===== src/rtl/spi_chain_pkg.sv =====
package spi_chain_pkg;
  localparam int WORD_W  = 24;
  localparam int DATA_W  = 12;
  localparam int CH_W    = 5;
  localparam int SEL_W   = 2;
  localparam int RD_POS  = 22;
  localparam int CH_LSB  = 17;
  localparam int SEL_LSB = 14;

  typedef logic [WORD_W-1:0] word_t;

  typedef struct packed {
    logic              rd;
    logic              nop;
    logic [CH_W-1:0]   ch;
    logic [SEL_W-1:0]  sel;
    logic [DATA_W-1:0] data;
  } req_t;

  function automatic req_t decode_word(input word_t w);
    req_t r;
    r.rd   = w[RD_POS];
    r.nop  = (w == '0);
    r.ch   = w[CH_LSB +: CH_W];
    r.sel  = w[SEL_LSB +: SEL_W];
    r.data = w[DATA_W-1:0];
    return r;
  endfunction

  function automatic word_t readback_word(input word_t req, input logic [DATA_W-1:0] d);
    return {req[WORD_W-1:DATA_W], d};
  endfunction
endpackage


===== src/rtl/spi_edge_sampler.sv =====
module spi_edge_sampler #(
  parameter int W = 2,
  parameter logic [W-1:0] RST_VAL = '0
) (
  input  logic         clk,
  input  logic         rst_n,
  input  logic [W-1:0] pin,
  output logic [W-1:0] rise,
  output logic [W-1:0] fall
);
  logic [W-1:0] s_q, d_q;

  always_ff @(posedge clk or negedge rst_n) begin
    if (!rst_n) begin
      s_q <= RST_VAL;
      d_q <= RST_VAL;
    end else begin
      s_q <= pin;
      d_q <= s_q;
    end
  end

  for (genvar b = 0; b < W; b++) begin : g_bit
    assign rise[b] = s_q[b] & ~d_q[b];
    assign fall[b] = ~s_q[b] & d_q[b];
  end
endmodule


===== src/rtl/spi_frame_shifter.sv =====
module spi_frame_shifter #(
  parameter int W = 24
) (
  input  logic         clk,
  input  logic         rst_n,
  input  logic         frame_start,
  input  logic         frame_end,
  input  logic         sclk_rise,
  input  logic         sclk_fall,
  input  logic         din,
  input  logic         chain_en,
  input  logic         rd_pend,
  input  logic [W-1:0] rd_word,
  output logic [W-1:0] word,
  output logic         word_ok,
  output logic         bad_frame,
  output logic         sdo
);
  localparam int CNT_W = $clog2(W + 1);
  localparam logic [CNT_W-1:0] FULL = CNT_W'(W);

  logic             din_q, in_frame, rd_act, chain_q;
  logic [CNT_W-1:0] cnt;
  logic [W-1:0]     in_sr, out_sr;

  always_ff @(posedge clk or negedge rst_n) begin
    if (!rst_n) begin
      din_q    <= 1'b0;
      in_frame <= 1'b0;
      rd_act   <= 1'b0;
      chain_q  <= 1'b0;
      cnt      <= '0;
      in_sr    <= '0;
      out_sr   <= '0;
    end else begin
      din_q <= din;
      if (frame_start) begin
        in_frame <= 1'b1;
        cnt      <= '0;
        in_sr    <= '0;
        chain_q  <= 1'b0;
        rd_act   <= rd_pend;
        out_sr   <= rd_word;
      end else if (in_frame) begin
        if (frame_end) begin
          in_frame <= 1'b0;
          rd_act   <= 1'b0;
        end else begin
          if (sclk_fall) begin
            in_sr <= {in_sr[W-2:0], din_q};
            if (cnt != FULL) cnt <= cnt + 1'b1;
          end
          if (sclk_rise) begin
            chain_q <= in_sr[W-1];
            if (cnt != '0) out_sr <= {out_sr[W-2:0], 1'b0};
          end
        end
      end
    end
  end

  assign word      = in_sr;
  assign word_ok   = in_frame & frame_end & (cnt == FULL);
  assign bad_frame = in_frame & frame_end & (cnt != FULL);
  assign sdo       = rd_act ? out_sr[W-1] : (chain_en & chain_q);


  cnt_cap_chk: assert property (@(posedge clk) disable iff (!rst_n)
    cnt <= FULL);

  idle_hold_chk: assert property (@(posedge clk) disable iff (!rst_n)
    (!in_frame && !frame_start && sclk_fall) |=> $stable(in_sr));

  chain_fwd_chk: assert property (@(posedge clk) disable iff (!rst_n)
    (in_frame && !frame_end && sclk_rise && chain_en && !rd_act) |=> (sdo == $past(in_sr[W-1])));

  rb_first_bit_chk: assert property (@(posedge clk) disable iff (!rst_n)
    (frame_start && rd_pend) |=> (sdo == $past(rd_word[W-1])));
endmodule


===== src/rtl/spi_reg_store.sv =====
module spi_reg_store #(
  parameter int NUM_CH = 32,
  parameter int CH_W   = 5,
  parameter int SEL_W  = 2,
  parameter int DATA_W = 12
) (
  input  logic              clk,
  input  logic              rst_n,
  input  logic              wr_en,
  input  logic [CH_W-1:0]   wr_ch,
  input  logic [SEL_W-1:0]  wr_sel,
  input  logic [DATA_W-1:0] wr_data,
  input  logic [CH_W-1:0]   rd_ch,
  input  logic [SEL_W-1:0]  rd_sel,
  output logic [DATA_W-1:0] rd_data
);
  localparam int ENTRIES = NUM_CH * (1 << SEL_W);
  localparam int IDX_W   = $clog2(ENTRIES);
  localparam logic [CH_W:0] CH_LIM = (CH_W + 1)'(NUM_CH);

  logic [DATA_W-1:0] mem [ENTRIES];
  logic [IDX_W-1:0]  wr_idx, rd_idx;
  logic              wr_hit, rd_hit;

  assign wr_hit = ({1'b0, wr_ch} < CH_LIM);
  assign rd_hit = ({1'b0, rd_ch} < CH_LIM);
  assign wr_idx = IDX_W'({wr_ch, wr_sel});
  assign rd_idx = IDX_W'({rd_ch, rd_sel});

  always_ff @(posedge clk or negedge rst_n) begin
    if (!rst_n) begin
      for (int e = 0; e < ENTRIES; e++) mem[e] <= '0;
    end else if (wr_en && wr_hit) begin
      mem[wr_idx] <= wr_data;
    end
  end

  assign rd_data = rd_hit ? mem[rd_idx] : '0;
endmodule


===== src/rtl/chainable_spi_regs.sv =====
module chainable_spi_regs
  import spi_chain_pkg::*;
#(
  parameter int NUM_CH = 32
) (
  input  logic clk,
  input  logic rst_n,
  input  logic sclk,
  input  logic sync_n,
  input  logic din,
  input  logic chain_en,
  output logic sdo
);
  logic [1:0]        rise, fall;
  logic              frame_start, frame_end, sclk_rise, sclk_fall;
  word_t             word, rb_q;
  logic              word_ok, bad_frame, pend_q, wr_en;
  req_t              req;
  logic [DATA_W-1:0] rd_data;

  spi_edge_sampler #(.W(2), .RST_VAL(2'b10)) u_edges (
    .clk(clk), .rst_n(rst_n), .pin({sync_n, sclk}), .rise(rise), .fall(fall)
  );

  assign frame_start = fall[1];
  assign frame_end   = rise[1];
  assign sclk_rise   = rise[0];
  assign sclk_fall   = fall[0];

  spi_frame_shifter #(.W(WORD_W)) u_shift (
    .clk(clk), .rst_n(rst_n),
    .frame_start(frame_start), .frame_end(frame_end),
    .sclk_rise(sclk_rise), .sclk_fall(sclk_fall),
    .din(din), .chain_en(chain_en),
    .rd_pend(pend_q), .rd_word(rb_q),
    .word(word), .word_ok(word_ok), .bad_frame(bad_frame), .sdo(sdo)
  );

  assign req   = decode_word(word);
  assign wr_en = word_ok & ~req.rd & ~req.nop;

  spi_reg_store #(.NUM_CH(NUM_CH), .CH_W(CH_W), .SEL_W(SEL_W), .DATA_W(DATA_W)) u_store (
    .clk(clk), .rst_n(rst_n),
    .wr_en(wr_en), .wr_ch(req.ch), .wr_sel(req.sel), .wr_data(req.data),
    .rd_ch(req.ch), .rd_sel(req.sel), .rd_data(rd_data)
  );

  always_ff @(posedge clk or negedge rst_n) begin
    if (!rst_n) begin
      pend_q <= 1'b0;
      rb_q   <= '0;
    end else if (word_ok) begin
      pend_q <= req.rd;
      if (req.rd) rb_q <= readback_word(word, rd_data);
    end
  end


  bad_keeps_pend_chk: assert property (@(posedge clk) disable iff (!rst_n)
    bad_frame |=> $stable(pend_q));

  cancel_pend_chk: assert property (@(posedge clk) disable iff (!rst_n)
    (word_ok && !word[RD_POS]) |=> !pend_q);

  nop_no_write_chk: assert property (@(posedge clk) disable iff (!rst_n)
    (word_ok && word == '0) |-> !wr_en);
endmodule


===== config.mk =====
export PLATFORM = sky130hd
export DESIGN_NAME = chainable_spi_regs
export DESIGN_NICKNAME = d
export VERILOG_FILES = /design/src/rtl/spi_chain_pkg.sv /design/src/rtl/spi_edge_sampler.sv /design/src/rtl/spi_frame_shifter.sv /design/src/rtl/spi_reg_store.sv /design/src/rtl/chainable_spi_regs.sv
export SDC_FILE = /design/constraint.sdc
export NUM_CORES = 2
export LEC_CHECK = 0
export BUFFER_PORTS_ARGS = -buffer_cell sky130_fd_sc_hd__buf_2
export CAP_MARGIN = 10
export CORE_ASPECT_RATIO = 1.2
export CORE_UTILIZATION = 30
export CTS_CLUSTER_SIZE = 8
export DETAILED_ROUTE_END_ITERATION = 16
export PLACE_DENSITY = 0.51
export SETUP_SLACK_MARGIN = 0.2
export SYNTH_ARGS = -nofsm -noshare
export SYNTH_HDL_FRONTEND = slang
export SYNTH_SLANG_ARGS = --single-unit
export TNS_END_PERCENT = 1

===== constraint.sdc =====
create_clock -name clk -period 6.55 [get_ports clk]
set_input_delay 0.3275 -clock clk [delete_from_list [all_inputs] [get_ports clk]]
set_output_delay 0.3275 -clock clk [all_outputs]
set_load 0.05 [all_outputs]

==> flow_metrics.env <==
export IMPL_outcome="completed"
export IMPL_min_period_over_period_pct=72.7
export IMPL_critical_path_endpoint_type="register"
export IMPL_ys_seq_area_share_pct=54.8
export IMPL_finalSetupViolations=0
export IMPL_hold_path_cell_count=2
export IMPL_gp_congestion=0.815
export IMPL_required_ns=7.27
export IMPL_path_cells="or2_1 > buf_4 > nor2_4 > nand4_1 > o21ai_4 > or3_2 > nor3_2 > mux2_2"
export IMPL_synth_top_area_share_pct=54.8
export IMPL_crit_slowest_cell="nor3_2"
export IMPL_first_pass_iters=5
export IMPL_rsz0062_at_grt="false"
export IMPL_synth_seq_cells=1622
export IMPL_cts_tree="done"
export IMPL_path_class="reg -> reg"
export IMPL_drt_iter0_drc=3533
export IMPL_fin_ws_ns=1.79
export IMPL_start_kind="register"
export IMPL_clk_latency_ns=0.88
export IMPL_rr_worst_depth=8
export IMPL_gr_usage_all_layers_pct=19.1
export IMPL_die_h_um=546
export IMPL_core_area_um2=245000
export IMPL_cts_clk_slew_worst_paths_ns=0.06
export IMPL_ctsHoldBuffers=5
export IMPL_p_leak_nw=38.6
export IMPL_drc=0
export IMPL_grt_max_degree=172
export IMPL_cts_max_path_buffers=4
export IMPL_cp_depth=8
export IMPL_synth_cell_types=79
export IMPL_yosysWarningCount=0
export IMPL_vias=46200
export IMPL_synth_area_leaders="dfrtp_1 55%, mux2_2 22%, mux4_2 4.4%, a221oi_1 2.4%, mux2i_1 2.3%"
export IMPL_cp_num_buf_inv=1
export IMPL_antenna_found_initial=6
export IMPL_numCtsBuffers=229
export IMPL_dp_hpwl_mm=146
export IMPL_clockRootBuffer="clkbuf_16"
export IMPL_fill_cells=23900
export IMPL_worstMarginPinSlew_ns=1.35
export IMPL_fin_skew_ns=0.0668
export IMPL_grt_overflow_total=0
export IMPL_grt_pass1_wl_mm=354
export IMPL_synth_nets=5388
export IMPL_cts_resized=0
export IMPL_synth_top_cells_by_count="1620 x dfrtp_1, 1463 x mux2_2, 291 x clkbuf_1, 240 x nand2_1, 205 x a221oi_1"
export IMPL_row_count=199
export IMPL_cp_top_family="simple AND/OR/NAND/NOR gates"
export IMPL_power_density_nw_per_um2=261
export IMPL_synth_area_leader_cell="dfrtp_1"
export IMPL_synth_area_per_cell_um2=13.8
export IMPL_numClockSinks=1622
export IMPL_dieArea_um2=249000
export IMPL_drt_vias_per_instance=5.47
export IMPL_ant_nets=0
export IMPL_syn_area_um2=74000
export IMPL_grt_pass1_vias=48500
export IMPL_hp_class="in -> reg"
export IMPL_wl_per_cell_um=28.4
export IMPL_crit_fanout=16
export IMPL_die_w_um=455
export IMPL_pre_cts_ws_ns=1.90
export IMPL_finalHoldViolCount=0
export IMPL_synthCells=5377
export IMPL_htree_num_levels=4
export IMPL_placed_cells=8181
export IMPL_syn_to_final_growth_pct=12.1
export IMPL_synth_most_common_cell="dfrtp_1"
export IMPL_final_nets=5214
export IMPL_cts_setup_buffers=0
export IMPL_drive_gt1_share_pct=39.8
export IMPL_io_buffers=6
export IMPL_synth_async_sr_flop_share_pct=100
export IMPL_slowest_delay_ns=1.14
export IMPL_start_util_pct=30.2
export IMPL_maxCapViolations=0
export IMPL_stdcell_count=8449
export IMPL_timing_max_slew_rel_slack_pct=9.77
export IMPL_synth_enable_flop_cells=0
export IMPL_arrival_ns=5.48
export IMPL_wirelength_mm=240
export IMPL_fin_crit_ns=4.76
export IMPL_max_freq_mhz=210
export IMPL_fin_setup_tns_ns=0
export IMPL_ios=7
export IMPL_ys_flop_type="dfrtp_1"
export IMPL_vdd_drop_max_uv=193
export IMPL_maxSlewViolCount=0
[per-layer routing]
layer	up-vias	GRT usage, %	wire length (um)
met4	6	7.09	9220
li1	19400	-	-
met3	419	2.76	11500
met2	1283	32.5	118000
met1	25100	24.5	101000
met5	-	0	41
[worst paths after layout]
check                                  from                end  slack (ns)
setup / recovery           u_shift.word[21]   u_store.mem[274]        1.79
hold / removal                         sclk     u_edges.s_q[0]        0.13
setup reg to reg           u_shift.word[21]   u_store.mem[274]        1.79
hold reg to reg              u_edges.s_q[1]     u_edges.d_q[1]        0.39
max in group asynchronous             rst_n   u_store.mem[675]        4.67
min in group asynchronous             rst_n  u_store.mem[1055]        0.18
[through the flow]
stage | hold slack (ns) | util (%) | total power, mW | instance area [um^2]
5_1_grt | 0.134 | 33.9 | 22.3 | 82900
4_1_cts | 0.0813 | 33.8 | 21.9 | 82900
6_report | 0.130 | 33.9 | 21.6 | 82900
3_5_place_dp | 0.172 | 31.4 | 11.3 | 76900
3_3_place_gp | 0.176 | 31.4 | 11.3 | 76900
2_1_floorplan | 0.0319 | - | 10.7 | 74000
[cell type report]
cell class                      instances  area [um^2]  share of cell area, %
Antenna cell                            1         2.50                0.00302
Clock buffer                          252         5850                   7.05
Clock inverter                          8          114                  0.137
Inverter                               14         55.1                 0.0664
Multi-Input combinational cell       3196        31000                   37.3
Sequential cell                      1622        40600                   49.0
Tap cell                             3216         4020                   4.85
Timing Repair Buffer                  140         1290                   1.56
[placed cells by master (no fill, tap or decap), types with 15 or more instances in the layout]
master	Yosys	layout
dfrtp_1	1620	1604
mux2_2	1463	1463
nand2_1	240	240
clkbuf_16	0	230
a221oi_1	205	205
mux2i_1	168	168
nor2_1	151	149
mux4_2	144	144
a21oi_1	133	133
o21ai_0	125	125
mux2_1	111	111
buf_4	38	108
a22oi_1	62	62
nand2b_1	32	30
o221ai_1	28	28
a31oi_1	25	25
a221o_1	25	25
clkbuf_1	291	21
buf_12	0	19
nand3_1	16	16
nor3_4	12	16
nor4_1	15	15
a2111oi_0	18	15
dfrtp_4	0	15
[flip-flops by register name (all words and copies together), names as in the netlist]
name,count
u_shift.rd_act,1
u_edges.d_q,2
u_shift.din_q,1
u_shift.cnt,5
u_shift.in_frame,1
u_edges.s_q,2
u_store.mem,1536
u_shift.out_sr,24
pend_q,1
rb_q,24
u_shift.chain_q,1
u_shift.word,24
[cells by family after synthesis]
logic type / share of synthesized area (%)
AO/OA/AOI/OAI: 7.26
adder cells (fa/ha/maj): 0.0845
buffers and inverters: 3.49
flip-flops: 54.8
multiplexers: 30.6
AND/OR/NAND/NOR: 3.72
[power breakdown]
part / leakage (nW) / switching [mW] / total (mW) / internal [mW]
sequential: 22.5 / 0.156 / 10.3 / 10.1
combinational: 13.1 / 0.712 / 0.855 / 0.143
clock: 2.92 / 4.31 / 10.5 / 6.17
total: 38.6 / 5.18 / 21.6 / 16.4
Power figures use the tool's default switching activity.
